$ cat src/rtl/rdiv_pkg.sv
package rdiv_pkg;
  typedef enum logic [1:0] {
    ST_IDLE    = 2'd0,
    ST_TRIAL   = 2'd1,
    ST_RESTORE = 2'd2
  } rdiv_state_e;
endpackage

$ cat src/rtl/rdiv_trial.sv
// Combinational step datapath: shift in one dividend bit, trial-subtract,
// and the add-back value used by a restore cycle.
module rdiv_trial #(
  parameter int W = 4
) (
  input  logic [W+1:0] part,
  input  logic         next_bit,
  input  logic [W-1:0] divisor,
  output logic [W+1:0] trial_diff,
  output logic         trial_neg,
  output logic [W+1:0] restored
);
  logic [W+1:0] shifted;
  logic [W+1:0] dvs_ext;

  always_comb begin
    dvs_ext    = {2'b00, divisor};
    shifted    = {1'b0, part[W-1:0], next_bit};
    trial_diff = shifted - dvs_ext;
    trial_neg  = trial_diff[W+1];
    restored   = part + dvs_ext;
  end
endmodule

$ cat src/rtl/rdiv_ctrl.sv
// Sequencer: accepts requests, counts steps, inserts restore cycles.
module rdiv_ctrl
  import rdiv_pkg::*;
#(
  parameter int W = 4
) (
  input  logic clk,
  input  logic rst_n,
  input  logic start,
  input  logic early_exit,
  input  logic trial_neg,
  output logic accept,
  output logic do_trial,
  output logic do_restore,
  output logic busy,
  output logic done
);
  localparam int CW = (W > 1) ? $clog2(W) : 1;
  localparam logic [CW-1:0] LAST = CW'(W - 1);

  rdiv_state_e state_q, state_n;
  logic [CW-1:0] cnt_q, cnt_n;
  logic          cnt_en;
  logic          done_n;

  assign accept     = (state_q == ST_IDLE) && start;
  assign do_trial   = (state_q == ST_TRIAL);
  assign do_restore = (state_q == ST_RESTORE);
  assign busy       = (state_q != ST_IDLE);

  always_comb begin
    state_n = state_q;
    cnt_n   = cnt_q;
    cnt_en  = 1'b0;
    done_n  = 1'b0;
    unique case (state_q)
      ST_IDLE: begin
        if (start) begin
          if (early_exit) begin
            done_n = 1'b1;
          end else begin
            state_n = ST_TRIAL;
            cnt_n   = '0;
            cnt_en  = 1'b1;
          end
        end
      end
      ST_TRIAL: begin
        if (trial_neg) begin
          state_n = ST_RESTORE;
        end else if (cnt_q == LAST) begin
          state_n = ST_IDLE;
          done_n  = 1'b1;
        end else begin
          cnt_n  = cnt_q + 1'b1;
          cnt_en = 1'b1;
        end
      end
      ST_RESTORE: begin
        if (cnt_q == LAST) begin
          state_n = ST_IDLE;
          done_n  = 1'b1;
        end else begin
          state_n = ST_TRIAL;
          cnt_n   = cnt_q + 1'b1;
          cnt_en  = 1'b1;
        end
      end
      default: state_n = ST_IDLE;
    endcase
  end

  always_ff @(posedge clk or negedge rst_n) begin
    if (!rst_n) begin
      state_q <= ST_IDLE;
      cnt_q   <= '0;
      done    <= 1'b0;
    end else begin
      state_q <= state_n;
      done    <= done_n;
      if (cnt_en) cnt_q <= cnt_n;
    end
  end
endmodule

$ cat src/rtl/rdiv_unit.sv
module rdiv_unit #(
  parameter int W = 4
) (
  input  logic           clk,
  input  logic           rst_n,
  input  logic           start,
  input  logic [2*W-1:0] dividend,
  input  logic [W-1:0]   divisor,
  output logic           busy,
  output logic           done,
  output logic [W-1:0]   quotient,
  output logic [W-1:0]   remainder,
  output logic           div_zero,
  output logic           ovf
);
  // Reset: asserted asynchronously, released on a clock edge.
  logic rst_meta_q, rst_sync_n;
  always_ff @(posedge clk or negedge rst_n) begin
    if (!rst_n) begin
      rst_meta_q <= 1'b0;
      rst_sync_n <= 1'b0;
    end else begin
      rst_meta_q <= 1'b1;
      rst_sync_n <= rst_meta_q;
    end
  end

  logic [W-1:0] hi_half, lo_half;
  logic         dvs_zero, hi_ge;
  logic         early_exit;
  logic         accept, do_trial, do_restore, trial_neg;
  logic [W+1:0] trial_diff, restored;

  logic [W+1:0] part_q, part_n;
  logic [W-1:0] low_q, low_n;
  logic         dz_q, dz_n, ovf_q, ovf_n;
  logic         part_en, low_en, flag_en;

  assign hi_half    = dividend[2*W-1:W];
  assign lo_half    = dividend[W-1:0];
  assign dvs_zero   = (divisor == '0);
  assign hi_ge      = (hi_half >= divisor);
  assign early_exit = dvs_zero | hi_ge;

  rdiv_ctrl #(.W(W)) u_ctrl (
    .clk        (clk),
    .rst_n      (rst_sync_n),
    .start      (start),
    .early_exit (early_exit),
    .trial_neg  (trial_neg),
    .accept     (accept),
    .do_trial   (do_trial),
    .do_restore (do_restore),
    .busy       (busy),
    .done       (done)
  );

  rdiv_trial #(.W(W)) u_trial (
    .part       (part_q),
    .next_bit   (low_q[W-1]),
    .divisor    (divisor_q),
    .trial_diff (trial_diff),
    .trial_neg  (trial_neg),
    .restored   (restored)
  );

  // Divisor captured at acceptance so the input may change mid-division.
  logic [W-1:0] divisor_q;
  always_ff @(posedge clk or negedge rst_sync_n) begin
    if (!rst_sync_n)                 divisor_q <= '0;
    else if (accept && !early_exit)  divisor_q <= divisor;
  end

  always_comb begin
    part_n  = part_q;
    low_n   = low_q;
    dz_n    = dz_q;
    ovf_n   = ovf_q;
    part_en = 1'b0;
    low_en  = 1'b0;
    flag_en = 1'b0;
    if (accept) begin
      part_en = 1'b1;
      low_en  = 1'b1;
      flag_en = 1'b1;
      dz_n    = dvs_zero;
      ovf_n   = !dvs_zero && hi_ge;
      if (early_exit) begin
        part_n = '0;
        low_n  = '0;
      end else begin
        part_n = {2'b00, hi_half};
        low_n  = lo_half;
      end
    end else if (do_trial) begin
      low_en  = 1'b1;
      low_n   = {low_q[W-2:0], ~trial_neg};
      part_en = 1'b1;
      part_n  = trial_diff;
    end else if (do_restore) begin
      part_en = 1'b1;
      part_n  = restored;
    end
  end

  always_ff @(posedge clk or negedge rst_sync_n) begin
    if (!rst_sync_n) begin
      part_q <= '0;
      low_q  <= '0;
      dz_q   <= 1'b0;
      ovf_q  <= 1'b0;
    end else begin
      if (part_en) part_q <= part_n;
      if (low_en)  low_q  <= low_n;
      if (flag_en) begin
        dz_q  <= dz_n;
        ovf_q <= ovf_n;
      end
    end
  end

  assign quotient  = low_q;
  assign remainder = part_q[W-1:0];
  assign div_zero  = dz_q;
  assign ovf       = ovf_q;
endmodule

$ cat config.mk
export PLATFORM = sky130hd
export DESIGN_NAME = rdiv_unit
export DESIGN_NICKNAME = d
export VERILOG_FILES = /design/src/rtl/rdiv_pkg.sv /design/src/rtl/rdiv_trial.sv /design/src/rtl/rdiv_ctrl.sv /design/src/rtl/rdiv_unit.sv
export SDC_FILE = /design/constraint.sdc
export NUM_CORES = 1
export LEC_CHECK = 0
export ABC_CLOCK_PERIOD_IN_PS = 1960
export BUFFER_PORTS_ARGS = -buffer_cell sky130_fd_sc_hd__buf_2
export CORE_MARGIN = 4
export CORE_UTILIZATION = 50
export CTS_CLUSTER_SIZE = 8
export DETAILED_ROUTE_END_ITERATION = 8
export PLACE_DENSITY = 0.73
export SLEW_MARGIN = 20
export SYNTH_ARGS = -nofsm -noshare
export SYNTH_HDL_FRONTEND = slang
export SYNTH_SLANG_ARGS = --single-unit
export TNS_END_PERCENT = 20
$ cat constraint.sdc
create_clock -name clk -period 1.96 [get_ports clk]
set_input_delay 0.098 -clock clk [delete_from_list [all_inputs] [get_ports clk]]
set_output_delay 0.098 -clock clk [all_outputs]
set_load 0.02 [all_outputs]
======== Word level (Yosys, flattened, before mapping) ========
Cells that the tools add are included.
word-level totals
  input port bits ......................... 15
  register bits ........................... 23
  logic and storage cells ................. 73
cells by class
  muxes and demuxes ....................... 34
  bitwise gates (word level) .............. 2
  equality and inequality tests ........... 7
  $lt $le $gt $ge ......................... 1
  reductions and logical operators ........ 16
  add/sub/neg operators ................... 3
operator list
  kind                 number
  $mux 6               3
  $mux 2               8
  $mux 4               4
  $mux 1               15
  $pmux 2 s3           2
  $add 6x4->6          1
  $ne 2x2->1 const B   3
  $pmux 1 s3           2
  $reduce_and 2->1     3
  $reduce_bool 3->1    2
  $sub 5x4->6          1
  $reduce_and 5->1     1
  $eq 2x2->1 const B   2
  $ge 4x4->1           1
  $logic_not 4->1      1
  $reduce_bool 2->1    2
  $logic_and 1x1->1    3
  $ne 3x1->1 const B   1
  $reduce_and 3->1     1
  $add 2x1->2 const B  1
  $eq 2x1->1 const B   1
  $logic_not 1->1      2
  $logic_not 2->1      1
  $not 1->1            1
  $or 1x1->1           1

======== Depth between registers and ports, before layout ========
  depth in word-level cells ............... 6
  mapped depth ............................ 8
  depth with buffers taken out ............ 8

======== Modules after synthesis ========
Synthesis repeated with hierarchy kept, for this count alone.
second synthesis, totals
  cell total of the unflattened synthesis .. 173
  area total of the unflattened synthesis .. 1682.9 µm²
by module, submodules not included
  module      cells an instance  sequential area each (µm²)  times used  area each (µm²)
  rdiv_unit   94                 450.4                       1           960.9
  rdiv_ctrl   36                 125.1                       1           390.4
  rdiv_trial  43                 0.0                         1           331.6

======== Least setup slack after synthesis ========
Ideal clock, no wire load.
  path kind ............................... register to register
  from .................................... register part_q[0]
  to ...................................... register u_ctrl.cnt_q[0]
  slack ................................... -0.082 ns
  arrival ................................. 1.917 ns
  cell stages (with the launch flop) ...... 7
  path buffers ............................ 0
  path through ............................ dfrtp_1 ha_1 nor2b_1 o31a_1 o41ai_1 a221o_2 mux2_4
on the way
  longest elaborated chain between the ends .. 4
  elaborated cells on any way between the ends .. 5
  classes of those cells .................. add/sub (1); eq/ne (1); mux (2); reduce/logical (1)
ends and longest elaborated chain
  what                          RTL line          text
  from (decl)                   rdiv_unit.sv:34   logic [W+1:0] part_q, part_n;
  from (signal assigned)        rdiv_unit.sv:113  if (part_en) part_q <= part_n;
  $sub 5x4->6 *                 rdiv_trial.sv:19  trial_diff = shifted - dvs_ext;
  $mux 1                        rdiv_ctrl.sv:49   if (trial_neg) begin
  $pmux 1 s3                    rdiv_ctrl.sv:36   unique case (state_q)
  $reduce_and 5->1 (no line) *  -
  to (signal assigned)          rdiv_ctrl.sv:81   if (cnt_en) cnt_q <= cnt_n;
  to (decl)                     rdiv_ctrl.sv:22   logic [CW-1:0] cnt_q, cnt_n;
Every way passes the cells marked *; elsewhere a longest branch is shown, timed or not.
A chain may end at the register's enable or synchronous reset.

======== Worst setup path after layout ========
  from .................................... register divisor_q[3]
  to ...................................... register u_ctrl.cnt_q[0]
on the way
  longest elaborated chain between the ends .. 4
  elaborated cells on any way between the ends .. 5
  classes of those cells .................. add/sub (1); eq/ne (1); mux (2); reduce/logical (1)
ends and longest elaborated chain
  what                          RTL line          text
  from (decl)                   rdiv_unit.sv:68   logic [W-1:0] divisor_q;
  from (signal assigned)        rdiv_unit.sv:71   else if (accept && !early_exit) divisor_q <= divisor;
  $sub 5x4->6 *                 rdiv_trial.sv:19
  $mux 1                        rdiv_ctrl.sv:49
  $pmux 1 s3                    rdiv_ctrl.sv:36
  $reduce_and 5->1 (no line) *  -
Marked as above.

==> flow_metrics.py <==
metrics = {
    "synth": {
        "synth_enable_flop_cells": 0,
        "synth_commonest_cells": "dfrtp_1, inv_1, ha_1, nand2_1, o21ai_0",
        "synth_top_area_share": 0.358,
        "syn_avg_cell_area_sq_um": 9.48,
        "synth_most_common_cell": "dfrtp_1",
        "synthTopCellsByArea": "dfrtp_1, ha_1, o21ai_0",
        "synth_top_cell_by_area": "dfrtp_1",
        "synth-simple-area-share": 0.139,
        "synth_compound_area_frac": 0.206,
        "ys_seq_area_frac": 0.358,
        "synth_xor_xnor_area_share": 0.0179,
        "synth.distinct_cells": 40,
        "async_reset_ff_frac": 1.00,
        "synth_mux_area_frac": 0.0596,
        "synthAdderAreaFrac": 0.164,
        "yosys_most_used_dff": "dfrtp_1",
        "syn_area_sq_um": 1470,
        "ys_ff_latch": 21,
        "yosys_warnings": 0,
        "syn-num-nets": 188,
        "synthCells": 155,
        "synth_top_family_by_area": "compound AO/OA/AOI/OAI gates",
    },
    "floorplanning": {
        "die_x_um": 62.2,
        "core_area_sq_um": 2780,
        "start_util": 0.528,
        "fp.dieH_um": 62.2,
        "row_count": 19,
        "die-area_sq_um": 3870,
        "top_level_ports": 27,
    },
    "sta": {
        "slew_headroom": 0.467,
        "rsz0062_at_grt": "yes",
        "skew_ns": 0.00717,
        "slew_violations": 0,
        "fin_crit_ns": 2.01,
        "hold_viol_final": 0,
        "max_freq_mhz": 497,
        "period_share": 1.03,
        "tightest_slew_ns": 0.799,
        "layout_setup_ws_ns": -0.0519,
        "setup_viol": 2,
    },
    "grt": {
        "grt_pass1_wl_mm": 6.68,
        "overflow": 0,
        "grt_usage": 0.207,
        "grt_max_degree": 20,
        "antenna_found_initial": 0,
        "grt_pass1_vias": 1459,
    },
    "critical_path": {
        "endpoint_kind": "register",
        "slowest_delay_ns": 0.39,
        "startpoint": "divisor_q[3]$_DFFE_PN0P_",
        "crit_path_cell_trace": "inv_1, ha_1, o21a_1, o31a_1, o41ai_2, a221o_2, mux2_4",
        "crit_slowest_cell": "a221o_2",
        "path_max_fanout": 6,
        "critPathArrivalTime_ns": 2.21,
        "critPathKind": "reg -> reg",
        "startpoint_type": "register",
        "r2r_start": "divisor_q[3]$_DFFE_PN0P_",
        "crit_required_ns": 2.16,
    },
    "pwr": {
        "leakage_nw": 0.951,
        "ir_worst_vdd_v": 0.00111,
        "pwr_density_cell_nw_per_um2": 1810,
    },
    "clocking": {
        "cts_tree": "yes",
        "root_buffer": "clkbuf_4",
        "post_cts_buffers": 0,
        "cts_made_buffers": 3,
        "h-tree-depth": 1,
        "clk_pin_slew_ns": 0.12,
        "insertion_delay_ns": 0.31,
        "clockBufferDepth": 2,
        "cts_sinks": 21,
    },
    "route": {
        "dr.pass1.iters": 4,
        "antenna_left": 0,
        "wl_per_cell_um": 15.5,
        "drt-total-wl_mm": 3.70,
        "drcViolationCount": 0,
        "vias": 1332,
        "first_iter_violations": 53,
        "routed_via_density": 5.60,
    },
    "cells_and_area": {
        "area_growth_syn_to_layout_pct": 30.5,
        "nets": 241,
        "num_antenna_cells": 0,
        "drive_gt1_frac": 0.338,
        "final_util": 0.689,
        "final_cells": 238,
        "n_fill_cell": 218,
    },
    "min_path": {
        "hold_path.class": "in -> reg",
        "hold_path.startpoint": "divisor[1]",
    },
    "placed_design": {
        "gp_congestion": 0.896,
        "dp_slack_ns": -0.121,
        "dp_cells": 229,
        "portBuffers": 26,
        "dp_hpwl_mm": 2.84,
    },
    "status": {
        "violations": "setup timing",
        "status": "finished, violations left",
    },
    "flow_run": {
        "cap_viol_max_count": 0,
    },
}
critical path, delay by kind of cell, from the launching register on:
kind | cells | cell delay [ns]
buffers and inverters | 1 | 0.06
AO/OA/AOI/OAI | 4 | 0.88
multiplexers | 1 | 0.30
adder cells (fa/ha/maj) | 1 | 0.29
flip-flops | 1 | 0.38
kinds of logic after synthesis:
group / count (synthesis)
XOR/XNOR: 3
AND/OR/NAND/NOR: 40
AO/OA/AOI/OAI: 44
flip-flops: 21
buffers and inverters: 20
other: 1
adder cells (fa/ha/maj): 18
multiplexers: 8
metrics by stage:
stage,power (mW),TNS (ns),area (sq um),hold WS (ns)
after floorplan,2.25,-0.0637,1470,-0.198
after global placement,2.91,-0.0106,1770,-0.117
after detailed placement,3.01,-0.205,1770,-0.114
after CTS,3.40,-0.0233,1910,0.0342
after global routing,3.78,-0.386,1920,0.0462
final,3.47,-0.0807,1920,0.0358
cells in the final DEF, fill, tap and decap left out, drive strengths merged, types with 3 or more instances in the layout:
master,Yosys,final
clkbuf,1,4
nand2,17,17
mux2,3,3
a221oi,4,4
o21ai,17,17
inv,17,17
buf,2,46
mux2i,5,5
nor2b,3,3
a21o,3,3
dlygate4sd3,0,5
ha,16,16
dfrtp,21,21
a21oi,8,8
nor2,11,11
per-layer routing:
layer  part of all wire  GRT usage  wire [um]
met5                  0          0          0
met4              0.015     0.0407         55
met3              0.069     0.0378        257
met2               0.49      0.358       1820
met1               0.42      0.268       1570
state kept, by name (all words and copies together), names as in the netlist:
signal	count
u_ctrl.cnt_q	2
quotient	4
u_ctrl.state_q	2
rst_sync_n	1
div_zero	1
divisor_q	4
u_ctrl.done	1
part_q	4
ovf	1
rst_meta_q	1
cell type report:
class | count | area (sq um) | area share
inverter | 17 | 63.8 | 0.0333
tap | 31 | 38.8 | 0.0202
timing repair buffer | 51 | 330 | 0.172
multi-input combinational | 114 | 931 | 0.486
sequential | 21 | 527 | 0.275
clock buffer | 4 | 26.3 | 0.0137
final timing paths:
path | cells past startpoint | endpoint | slack, ns
hold / removal | 3 | divisor_q[1]$_DFFE_PN0P_ | 0.04
hold reg to reg | 0 | divisor_q[2]$_DFFE_PN0P_ | 0.33
setup / recovery | 7 | u_ctrl.cnt_q[0]$_DFFE_PN0P_ | -0.05
max in group asynchronous | 0 | part_q[0]$_DFFE_PN0P_ | 1.09
min in group asynchronous | 2 | rst_meta_q$_DFF_PN0_ | 0.09
setup reg to reg | 7 | u_ctrl.cnt_q[0]$_DFFE_PN0P_ | -0.05
power breakdown:
part	switching, mW	internal, mW	total (mW)
clock network	0.138	0.0794	0.217
logic	1.27	1.22	2.49
registers	0.142	0.621	0.762
timing repair:
action / CTS / global route
resized for setup: 8 / 1
pin swaps: 0 / 1
hold buffers: 5 / 0
hold endpoints to repair: 6 / 0
gates cloned: 0 / 0
setup endpoints to repair: 3 / 5
(Power assumes the default switching activity.)
